## src/rtl/dsr_pkg.sv

```systemverilog
package dsr_pkg;
    // True when a slot number lies inside the closed window [first, last].
    function automatic logic slot_in_window(input int unsigned slot,
                                            input int unsigned first,
                                            input int unsigned last);
        return (slot >= first) && (slot <= last);
    endfunction
endpackage

```

## src/rtl/dsr_strobe_edge.sv

```systemverilog
module dsr_strobe_edge (
    input  logic clk,
    input  logic rst_n,
    input  logic tick_en,
    input  logic strobe_in,
    output logic fall_o
);
    typedef struct packed {
        logic strobe;
    } edge_t;

    edge_t st_d, st_q;

    always_comb begin
        st_d = st_q;
        if (tick_en) begin
            st_d.strobe = strobe_in;
        end
        fall_o = tick_en && st_q.strobe && !strobe_in;
    end

    always_ff @(posedge clk or negedge rst_n) begin
        if (!rst_n) begin
            st_q <= '0;
        end else begin
            st_q <= st_d;
        end
    end
endmodule

```

## src/rtl/dsr_slot_counter.sv

```systemverilog
module dsr_slot_counter #(
    parameter int SLOTS = 48,
    parameter int CNT_W = $clog2(SLOTS + 1)
) (
    input  logic             clk,
    input  logic             rst_n,
    input  logic             tick_en,
    input  logic             fall_i,
    output logic [CNT_W-1:0] slot_o,
    output logic             early_o
);
    localparam logic [CNT_W-1:0] LAST_SLOT = CNT_W'(SLOTS);
    localparam logic [CNT_W-1:0] ONE       = CNT_W'(1);

    typedef struct packed {
        logic [CNT_W-1:0] cnt;
    } cnt_t;

    cnt_t st_d, st_q;
    logic running;

    always_comb begin
        st_d    = st_q;
        running = (st_q.cnt != '0) && (st_q.cnt < LAST_SLOT);
        early_o = fall_i && running;
        if (fall_i) begin
            slot_o = ONE;
        end else if (tick_en && running) begin
            slot_o = st_q.cnt + ONE;
        end else begin
            slot_o = '0;
        end
        if (slot_o != '0) begin
            st_d.cnt = slot_o;
        end
    end

    always_ff @(posedge clk or negedge rst_n) begin
        if (!rst_n) begin
            st_q <= '0;
        end else begin
            st_q <= st_d;
        end
    end
endmodule

```

## src/rtl/dsr_word_shifter.sv

```systemverilog
module dsr_word_shifter
    import dsr_pkg::*;
#(
    parameter int WORD_W = 16,
    parameter int FIRST  = 1,
    parameter int CNT_W  = 6
) (
    input  logic              clk,
    input  logic              rst_n,
    input  logic              tick_en,
    input  logic [CNT_W-1:0]  slot_i,
    input  logic              bit_i,
    output logic [WORD_W-1:0] word_o,
    output logic              valid_o
);
    localparam int               LAST   = FIRST + WORD_W - 1;
    localparam logic [CNT_W-1:0] LAST_S = CNT_W'(LAST);

    typedef struct packed {
        logic [WORD_W-1:0] shreg;
        logic [WORD_W-1:0] word;
        logic              valid;
    } sh_t;

    sh_t  st_d, st_q;
    logic take;

    always_comb begin
        st_d       = st_q;
        st_d.valid = 1'b0;
        take = tick_en && slot_in_window(int'(slot_i), FIRST, LAST);
        if (take) begin
            st_d.shreg = {st_q.shreg[WORD_W-2:0], bit_i};
            if (slot_i == LAST_S) begin
                st_d.word  = {st_q.shreg[WORD_W-2:0], bit_i};
                st_d.valid = 1'b1;
            end
        end
    end

    always_ff @(posedge clk or negedge rst_n) begin
        if (!rst_n) begin
            st_q <= '0;
        end else begin
            st_q <= st_d;
        end
    end

    assign word_o  = st_q.word;
    assign valid_o = st_q.valid;
endmodule

```

## src/rtl/baud_dual_deser.sv

```systemverilog
module baud_dual_deser #(
    parameter int SLOTS  = 48,
    parameter int WORD_W = 16,
    parameter int GAP_W  = 8
) (
    input  logic              clk,
    input  logic              rst_n,
    input  logic              tick_en,
    input  logic              baud_strobe,
    input  logic              ser_in,
    output logic [WORD_W-1:0] word_a,
    output logic              valid_a,
    output logic [WORD_W-1:0] word_b,
    output logic              valid_b,
    output logic              frame_err
);
    localparam int CNT_W   = $clog2(SLOTS + 1);
    localparam int N_WORDS = 2;

    typedef struct packed {
        logic err;
    } top_t;

    top_t             st_d, st_q;
    logic             fall;
    logic             early;
    logic [CNT_W-1:0] slot;
    logic [WORD_W-1:0] words  [N_WORDS];
    logic              valids [N_WORDS];

    dsr_strobe_edge u_edge (
        .clk       (clk),
        .rst_n     (rst_n),
        .tick_en   (tick_en),
        .strobe_in (baud_strobe),
        .fall_o    (fall)
    );

    dsr_slot_counter #(.SLOTS(SLOTS), .CNT_W(CNT_W)) u_cnt (
        .clk     (clk),
        .rst_n   (rst_n),
        .tick_en (tick_en),
        .fall_i  (fall),
        .slot_o  (slot),
        .early_o (early)
    );

    for (genvar k = 0; k < N_WORDS; k++) begin : g_word
        localparam int FIRST_SLOT = 1 + k * (WORD_W + GAP_W);
        dsr_word_shifter #(
            .WORD_W (WORD_W),
            .FIRST  (FIRST_SLOT),
            .CNT_W  (CNT_W)
        ) u_sh (
            .clk     (clk),
            .rst_n   (rst_n),
            .tick_en (tick_en),
            .slot_i  (slot),
            .bit_i   (ser_in),
            .word_o  (words[k]),
            .valid_o (valids[k])
        );
    end

    always_comb begin
        st_d     = st_q;
        st_d.err = early;
    end

    always_ff @(posedge clk or negedge rst_n) begin
        if (!rst_n) begin
            st_q <= '0;
        end else begin
            st_q <= st_d;
        end
    end

    assign word_a    = words[0];
    assign valid_a   = valids[0];
    assign word_b    = words[1];
    assign valid_b   = valids[1];
    assign frame_err = st_q.err;
endmodule

```

## config.mk

```make
export PLATFORM = sky130hd
export DESIGN_NAME = baud_dual_deser
export DESIGN_NICKNAME = d
export VERILOG_FILES = /design/src/rtl/dsr_pkg.sv /design/src/rtl/dsr_strobe_edge.sv /design/src/rtl/dsr_slot_counter.sv /design/src/rtl/dsr_word_shifter.sv /design/src/rtl/baud_dual_deser.sv
export SDC_FILE = /design/constraint.sdc
export NUM_CORES = 1
export LEC_CHECK = 0
export ABC_AREA = 0
export BUFFER_PORTS_ARGS = -buffer_cell sky130_fd_sc_hd__buf_4
export CAP_MARGIN = 20
export CORE_ASPECT_RATIO = 0.9
export CORE_MARGIN = 3
export CORE_UTILIZATION = 50
export DETAILED_ROUTE_END_ITERATION = 6
export GPL_TIMING_DRIVEN = 0
export PLACE_DENSITY = 0.66
export SLEW_MARGIN = 5
export SYNTH_ARGS = -nofsm -noshare
export SYNTH_HDL_FRONTEND = slang
export SYNTH_SLANG_ARGS = --single-unit
```

## constraint.sdc

```tcl
create_clock -name clk -period 4.01 [get_ports clk]
set_input_delay 0.401 -clock clk [delete_from_list [all_inputs] [get_ports clk]]
set_output_delay 0.401 -clock clk [all_outputs]
set_load 0.05 [all_outputs]
```

**Word-level counts from Yosys, hierarchy flattened**

Index checks and enable logic that the tools add are counted.

- Register bits after elaboration: 72

- Add/subtract/negate cells: 1
- Order comparisons: 5
- Equal/unequal tests: 2
- Mux-type cells: 6
- Reductions and logical operators: 14

Operator list:

| cell | number |
|---|---|
| $mux W6 | 2 |
| $reduce_bool A6 Y1 | 2 |
| $logic_and A1 B1 Y1 | 9 |
| $add A6 B1 Y6 const B | 1 |
| $eq A6 B5 Y1 const B | 1 |
| $eq A6 B6 Y1 const B | 1 |
| $ge A6 B1 Y1 const B | 1 |
| $ge A6 B5 Y1 const B | 1 |
| $le A6 B5 Y1 const B | 1 |
| $le A6 B6 Y1 const B | 1 |
| $lt A6 B6 Y1 const B | 1 |
| $mux W1 | 4 |
| $reduce_and A2 Y1 | 2 |
| $logic_not A1 Y1 | 1 |

**Longest topological paths before layout**

Gate-level depths: netlist of run 1.

- Word-level depth: 9
- Depth in mapped cells: 9

**Cells and area by module**

A second synthesis of run 1 with hierarchy kept.

- Cell total of the unflattened synthesis: 332
- Area total of the unflattened synthesis: 4025.1 um^2

By module, submodules not included:

| module | instances | cells an instance | area each (um^2) |
|---|---|---|---|
| dsr_word_shifter at g_word[1].u_sh | 1 | 179 | 2049.5 |
| dsr_word_shifter at g_word[0].u_sh | 1 | 87 | 1361.3 |
| dsr_slot_counter | 1 | 62 | 539.3 |
| dsr_strobe_edge | 1 | 3 | 50.0 |
| baud_dual_deser | 1 | 1 | 25.0 |

**Least setup slack after synthesis of run 1**

Ideal clock, no wire load.

- Path kind: reg-to-reg
- Start point: register u_cnt.st_q[1] (netlist bit)
- End point: register g_word[1].u_sh.st_q[21] (netlist bit)
- Library setup time: 125 ps
- Arrival: 2087 ps
- Data required time: 3885 ps
- Slack: 1798 ps
- Cell stages (with the launch flop): 9
- Buffers on the path: 2
- Period minus slack after synthesis: 2212 ps
- Cell sequence: dfrtp_1 > ha_1 > buf_2 > xnor2_1 > o221ai_4 > nand2b_2 > mux2_4 > buf_6 > mux2_4

- Cells in the longest elaborated chain, start to end: 8

Ends and longest elaborated chain:

| what | line | text |
|---|---|---|
| start: declaration | dsr_slot_counter.sv:19 | `cnt_t st_d, st_q;` |
| start signal: assignment | dsr_slot_counter.sv:42 | `st_q <= st_d;` |
| $lt A6 B6 Y1 or $reduce_bool A6 Y1 (tied branches) | dsr_slot_counter.sv:24 | `running = (st_q.cnt != '0) && (st_q.cnt < LAST_SLOT);` |
| $logic_and A1 B1 Y1 | dsr_slot_counter.sv:24 |  |
| $logic_and A1 B1 Y1 | dsr_slot_counter.sv:28 | `end else if (tick_en && running) begin` |
| $mux W6 * | dsr_slot_counter.sv:28 |  |
| $mux W6 * | dsr_slot_counter.sv:26 | `if (fall_i) begin` |
| $ge A6 B5 Y1 or $le A6 B6 Y1 (tied branches) | dsr_pkg.sv:6 | `return (slot >= first) && (slot <= last);` |
| $logic_and A1 B1 Y1 * | dsr_pkg.sv:6 |  |
| $logic_and A1 B1 Y1 * | dsr_word_shifter.sv:31 | `take = tick_en && slot_in_window(int'(slot_i), FIRST, LAST);` |
| end signal: assignment | dsr_word_shifter.sv:45 | `st_q <= st_d;` |
| end: declaration | dsr_word_shifter.sv:25 | `sh_t st_d, st_q;` |

Every way passes the cells marked *; elsewhere a longest branch is shown, timed or not.
A chain may end at the register's enable or synchronous reset.

**Worst setup path in the final report of run 1**

- Start point: register u_cnt.st_q[0] (netlist bit)
- End point: register g_word[0].u_sh.st_q[22] (netlist bit)

- Cells in the longest elaborated chain, start to end: 8

Ends and longest elaborated chain:

| what | line |
|---|---|
| $lt A6 B6 Y1 or $reduce_bool A6 Y1 (tied branches) | dsr_slot_counter.sv:24 |
| $logic_and A1 B1 Y1 | dsr_slot_counter.sv:24 |
| $logic_and A1 B1 Y1 | dsr_slot_counter.sv:28 |
| $mux W6 * | dsr_slot_counter.sv:28 |
| $mux W6 * | dsr_slot_counter.sv:26 |
| $ge A6 B1 Y1 or $le A6 B5 Y1 (tied branches) | dsr_pkg.sv:6 |
| $logic_and A1 B1 Y1 * | dsr_pkg.sv:6 |
| $logic_and A1 B1 Y1 * | dsr_word_shifter.sv:31 |
| end signal: assignment | dsr_word_shifter.sv:45 |
| end: declaration | dsr_word_shifter.sv:25 |

Marked as above.

==> summary.md, run 1 <==
| Metric | Value |
|---|---|
| Setup violators final | `0` |
| GR Overflow Total | `0` |
| Commonest non-fill, non-tap cell in the layout | `buf_4` |
| Worst path cell trace | `buf_4, inv_1, ha_1, nor2_1, mux2i_1, nand3_1, clkbuf_1, a41oi_1, o211ai_1` |
| Period utilization | `62.94%` |
| Initial Util | `52.88%` |
| Largest net degree at the start of global routing | `73` |
| DP Worst Slack | `1.533 ns` |
| Max-cap violation count | `0` |
| Area growth syn-to-layout | `15.88%` |
| H-tree Lvls | `3` |
| Number of global-route vias before repair | `2,924` |
| Leak pwr | `2.276 nW` |
| Fin crit period | `2.524 ns` |
| Nets | `421` |
| Largest cells by area after synthesis | `dfrtp_1 (44%), mux2_2 (9.6%), buf_4 (6.8%)` |
| Main synth FF type | `dfrtp_1` |
| Max stage delay on crit path | `0.36 ns` |
| Synth Register Bits | `72` |
| CTS tree | `yes` |
| TritonCTS buffer count | `9` |
| Buf+Inv Stages, Crit Path | `3` |
| CTS Sinks | `72` |
| Post-DP HPWL | `5684 um` |
| Worst-path fanout max | `10` |
| RSZ-0062 raised after global routing | `no` |
| Post-Syn Area | `4089 um2` |
| Fin. Hold Viols | `0` |
| Final total power | `3.122 mW` |
| Via density | `5.738` |
| Total Routing Usage GR | `19.35%` |
| Largest area contributor in the netlist | `dfrtp_1` |
| Share of layout cells above drive strength 1 | `37.71%` |
| Setup repair bufs after CTS | `0` |
| CP max stage cell | `dfrtp_1` |
| Power per Cell Area | `658.9 nW/um2` |
| WL/cell | `16.42 um` |
| Asr flop ratio synth | `100.0%` |
| DRT Wirelength | `8454 um` |
| DRC Markers | `0` |
| Mean Syn Cell Area | `11.20 um2` |
| GP Congestion | `0.8438` |
| Post-cts resize count | `0` |
| Top Ports | `40` |
| Max Slew Vio Count | `0` |
| Synth unique cells | `54` |
| Worst Setup SP | `u_cnt.st_q[0]` |
| Synth warnings | `0` |
| Fmax | `396.2 MHz` |
| Crit path kind | `flip-flop to flip-flop` |
| Post-CTS Hold Buffers | `0` |
| CP top delay family | `buffers and inverters` |
| Clock-pin slew on the worst setup and hold paths | `0.08 ns` |
| Iter 0 DRT Violations | `264` |
| Root Driver | `clkbuf_8` |
| DIE AREA | `9301 um2` |
| RR Startpoint | `u_cnt.st_q[0]` |
| Slew margin rel. | `42.45%` |
| Slew @ Worst Pin | `0.8633 ns` |
| Worst setup SP type | `flip-flop` |
| Bufs on Longest Clock Path | `2` |
| Hold Path Class | `primary input to async pin` |
| WP data arrival | `2.74 ns` |
| Final worst slack | `1.486 ns` |
| Drt pass-1 iters | `6` |
| Die H | `91.79 um` |
| Post-synthesis sequential area ratio | `44.06%` |
| Vias after detailed routing | `2,955` |
| Commonest non-fill, non-tap cells in the layout | `buf_4 (75), dfrtp_1 (72), mux2_2 (35), o211ai_1 (31), nand2_1 (24)` |
| Initial antenna violation count | `0` |
| Antenna cells | `0` |
| Worst Path Required | `4.22 ns` |
| Global-route wire length before repair | `14,550 um` |
| Syn nets | `372` |
| CP endpoint kind | `flip-flop` |
| Status | `finished clean` |
| Die X | `101.3 um` |
| Clk Latency, worst-skew pair | `0.35 ns` |
| Remaining antenna violation count | `0` |
| Cells after Synth | `365` |
| Port buffer count | `38` |
| Std cell rows | `30` |
| Peak VDD IR | `0.3960 mV` |
| Placeable Area | `7732 um2` |
| Top cell type's share of synthesized area | `44.06%` |
| Setup TNS | `0 ns` |
| Setup Skew | `0.01181 ns` |
| Number of synthesized flops with an enable pin | `0` |
[worst paths after layout]
| check | to | slack [ns] | depth (start not counted) |
|---|---|---|---|
| max | g_word[0].u_sh.st_q[22] | 1.49 | 9 |
| min | g_word[0].u_sh.valid_o | 0.17 | 1 |
| max reg2reg | g_word[0].u_sh.st_q[22] | 1.49 | 9 |
| min reg2reg | g_word[1].u_sh.word_o[3] | 0.49 | 1 |
| max in group asynchronous | u_cnt.st_q[5] | 3.28 | 1 |
| min in group clk | u_edge.st_q | 0.32 | 2 |
[metal layers]
| layer | vias up | global-route usage [%] | part of all wire (%) |
|---|---|---|---|
| li1 | 1440 | - | - |
| met4 | 0 | 6.534 | 0.79 |
| met3 | 6 | 4.639 | 5.8 |
| met1 | 1414 | 28.22 | 49 |
| met5 | - | 0 | 0 |
| met2 | 95 | 28.05 | 44 |
[metrics by stage]
stage / utilization [%] / cells / cell area, um2 / hold WS [ns]
after floorplan: - / 365 / 4089 / 0.1054
after global placement: 58.12 / 499 / 4494 / 0.4737
after detailed placement: 58.12 / 499 / 4494 / 0.4774
after CTS: 61.28 / 515 / 4738 / 0.2014
after global routing: 61.28 / 515 / 4738 / 0.2283
final: 61.28 / 515 / 4738 / 0.1701
[layout make-up]
cell class | count | area, um2
Clock buffer | 10 | 127.6
Clock inverter | 6 | 116.4
Inverter | 5 | 18.77
Timing Repair Buffer | 38 | 285.3
Tap cell | 96 | 120.1
Buffer | 63 | 416.7
Sequential cell | 72 | 1802
Fill cell | 669 | 2994
Multi-Input combinational cell | 225 | 1852
[state kept, by name, indices dropped and copies added (netlist names)]
| register | cells |
|---|---|
| g_word.u_sh.word_o | 32 |
| g_word.u_sh.valid_o | 2 |
| frame_err | 1 |
| u_cnt.st_q | 6 |
| g_word.u_sh.st_q | 30 |
| u_edge.st_q | 1 |
[report_power, final]
group,switching [mW],internal [mW]
clock,0.280,0.418
sequential,0.122,0.876
combinational,0.914,0.511
total,1.32,1.81
[logic make-up (layout without fill, tap and decap cells)]
group / after synthesis / count (layout) / share of synthesized area [%]
xor+xnor: 2 / 2 / 0.4285
compound gates: 86 / 86 / 17.23
mux: 50 / 50 / 14.75
flops: 72 / 72 / 44.06
buf+inv: 68 / 122 / 10.65
fa+ha+maj: 2 / 2 / 0.6119
simple gates: 85 / 85 / 12.27
[Yosys cell counts, types with 9 or more instances]
master     n
dfrtp_1   72
buf_4     37
mux2_2    35
clkbuf_1  12
a41oi_1   15
and2_1    17
o211ai_1  31
nand2_1   24
nor4_1    15
buf_2      9
o31a_1    15
mux2_4    11
Note: power is estimated with default switching activity, not from simulation.
==> run 2: changes to the inputs <==
PLACE_DENSITY = 0.69   (was 0.66)
clock period = 2.21 ns   (was 4.01 ns; I/O delays follow)
==> run 2 against run 1 <==
The run now ends with negative hold slack left. Maximum frequency grew 18%. Clock-buffer cell count shrank 1. Core utilization grew 2.4 points. Largest cell class unchanged. Critical endpoint is now g_word[0].u_sh.st_q[28]. Cell count grew 2.9%.
==> summary.md, run 2 (same netlist as run 1, synthesis figures left out) <==
| Metric | Value |
|---|---|
| Worst-path fanout max | `10` |
| GR Overflow Total | `0` |
| Fmax | `469.4 MHz` |
| Largest net degree at the start of global routing | `73` |
| Crit path kind | `flip-flop to flip-flop` |
| Leak pwr | `2.352 nW` |
| DP Worst Slack | `-0.2415 ns` |
| Slew @ Worst Pin | `0.8901 ns` |
| Power per Cell Area | `1150 nW/um2` |
| Die X | `101.3 um` |
| Period utilization | `96.40%` |
| RR Startpoint | `u_cnt.st_q[0]` |
| GP Congestion | `0.8793` |
| H-tree Lvls | `3` |
| Total Routing Usage GR | `20.14%` |
| DRC Markers | `0` |
| Final core area utilization | `63.69%` |
| Global-route wire length before repair | `14,800 um` |
| Max-cap violation count | `0` |
| Max FFs per register | `32` |
| Drt pass-1 iters | `4` |
| Setup Skew | `0.01282 ns` |
| Number of global-route vias before repair | `2,963` |
| Setup TNS | `0 ns` |
| Peak VDD IR | `0.6881 mV` |
| Worst Path Required | `2.43 ns` |
| Worst setup SP type | `flip-flop` |
| TritonCTS buffer count | `9` |
| Bufs on Longest Clock Path | `2` |
| Via density | `5.728` |
| Commonest non-fill, non-tap cells in the layout | `buf_4 (92), dfrtp_1 (71), mux2_2 (34), o211ai_1 (31), nand2_1 (24)` |
| Die H | `91.79 um` |
| Max stage delay on crit path | `0.38 ns` |
| Max Slew Vio Count | `0` |
| Hold Path Class | `primary input to async pin` |
| Share of layout cells above drive strength 1 | `44.70%` |
| WL/cell | `16.90 um` |
| Clk Latency, worst-skew pair | `0.36 ns` |
| Status | `finished, violations left` |
| CP endpoint kind | `flip-flop` |
| Final Instance Area | `4925 um2` |
| Area growth syn-to-layout | `20.44%` |
| Remaining antenna violation count | `0` |
| Root Driver | `clkbuf_8` |
| Iter 0 DRT Violations | `183` |
| Failing checks | `negative hold slack` |
| Clock-pin slew on the worst setup and hold paths | `0.09 ns` |
| Std cell rows | `30` |
| WP data arrival | `2.35 ns` |
| WHS | `-0.01957 ns` |
| Post-DP HPWL | `5806 um` |
| CTS Sinks | `72` |
| Setup violators final | `0` |
| Vias after detailed routing | `3,036` |
| Initial Util | `52.88%` |
| Worst path cell trace | `buf_6, inv_2, ha_4, nor2_1, mux2i_2, buf_4, nand3_4, buf_2, a41oi_1, o211ai_1` |
| Final total power | `5.664 mW` |
| Fin. Hold Viols | `25` |
| Final worst slack | `0.07963 ns` |
| Slew margin rel. | `40.66%` |
| Antenna cells | `0` |
| Placeable Area | `7732 um2` |
| DIE AREA | `9301 um2` |
| Worst Setup SP | `u_cnt.st_q[0]` |
| Port buffer count | `38` |
| DRT Wirelength | `8959 um` |
| CTS tree | `yes` |
| Initial antenna violation count | `0` |
| FF-to-FF path depth | `10` |
| Nets | `436` |
| Fin crit period | `2.130 ns` |
| Placed inst area | `4502 um2` |
| CP max stage cell | `dfrtp_1` |
| Commonest non-fill, non-tap cell in the layout | `buf_4` |
| Top Ports | `40` |
[run 2: path summary, 6_finish.rpt]
path / to / slack (ns)
min in group clk: u_edge.st_q / 0.13
worst max register to register: g_word[0].u_sh.st_q[28] / 0.08
worst max-delay path: g_word[0].u_sh.st_q[28] / 0.08
worst min register to register: g_word[1].u_sh.word_o[3] / 0.49
max in group asynchronous: u_cnt.st_q[1] / 1.59
worst min-delay path: g_word[0].u_sh.word_o[7] / -0.02
[run 2: power by group]
| part | leakage (nW) | switching (mW) | total [mW] | internal, mW |
|---|---|---|---|---|
| registers | 0.979 | 0.211 | 1.79 | 1.58 |
| logic | 1.29 | 1.71 | 2.89 | 1.18 |
| clock network | 0.0848 | 0.553 | 0.979 | 0.426 |
[run 2: what timing repair did]
action                     in CTS  in global routing
setup endpoints to repair      51                 60
hold buffers                    0                  0
pin swaps                       7                  6
buffers inserted                7                  8
resized for setup              19                 24
gates cloned                    1                  0
[run 2: worst max-delay path: cells and delay by family (launching register included)]
family / cells / cell delay, ns
compound gates: 2 / 0.35
fa+ha+maj: 1 / 0.27
buf+inv: 4 / 0.59
flops: 1 / 0.38
mux: 1 / 0.23
simple gates: 2 / 0.18
[run 2: layer usage]
| layer | vias up | routed length, um | GRT usage [%] |
|---|---|---|---|
| met3 | 15 | 588 | 5.095 |
| met5 | - | 0 | 0 |
| met2 | 99 | 4107 | 28.49 |
| met4 | 0 | 138 | 7.641 |
| met1 | 1462 | 4124 | 29.57 |
| li1 | 1460 | - | - |
[run 2: layout make-up]
cell class | instances | area, um2
multi-input cells | 225 | 1932
clock inverters | 7 | 60.06
clock buffers | 9 | 123.9
plain buffers | 62 | 454.2
well taps | 96 | 120.1
fillers | 616 | 2808
inverters | 5 | 18.77
flip-flops and latches | 72 | 1803
repair buffers | 54 | 412.9
[run 2: through the flow]
step / hold slack, ns / instances
after global placement: 0.3960 / 499
after floorplan: -0.07459 / 365
after CTS: 0.007904 / 523
after detailed placement: 0.4046 / 499
after global routing: 0.04011 / 530
final: -0.01957 / 530
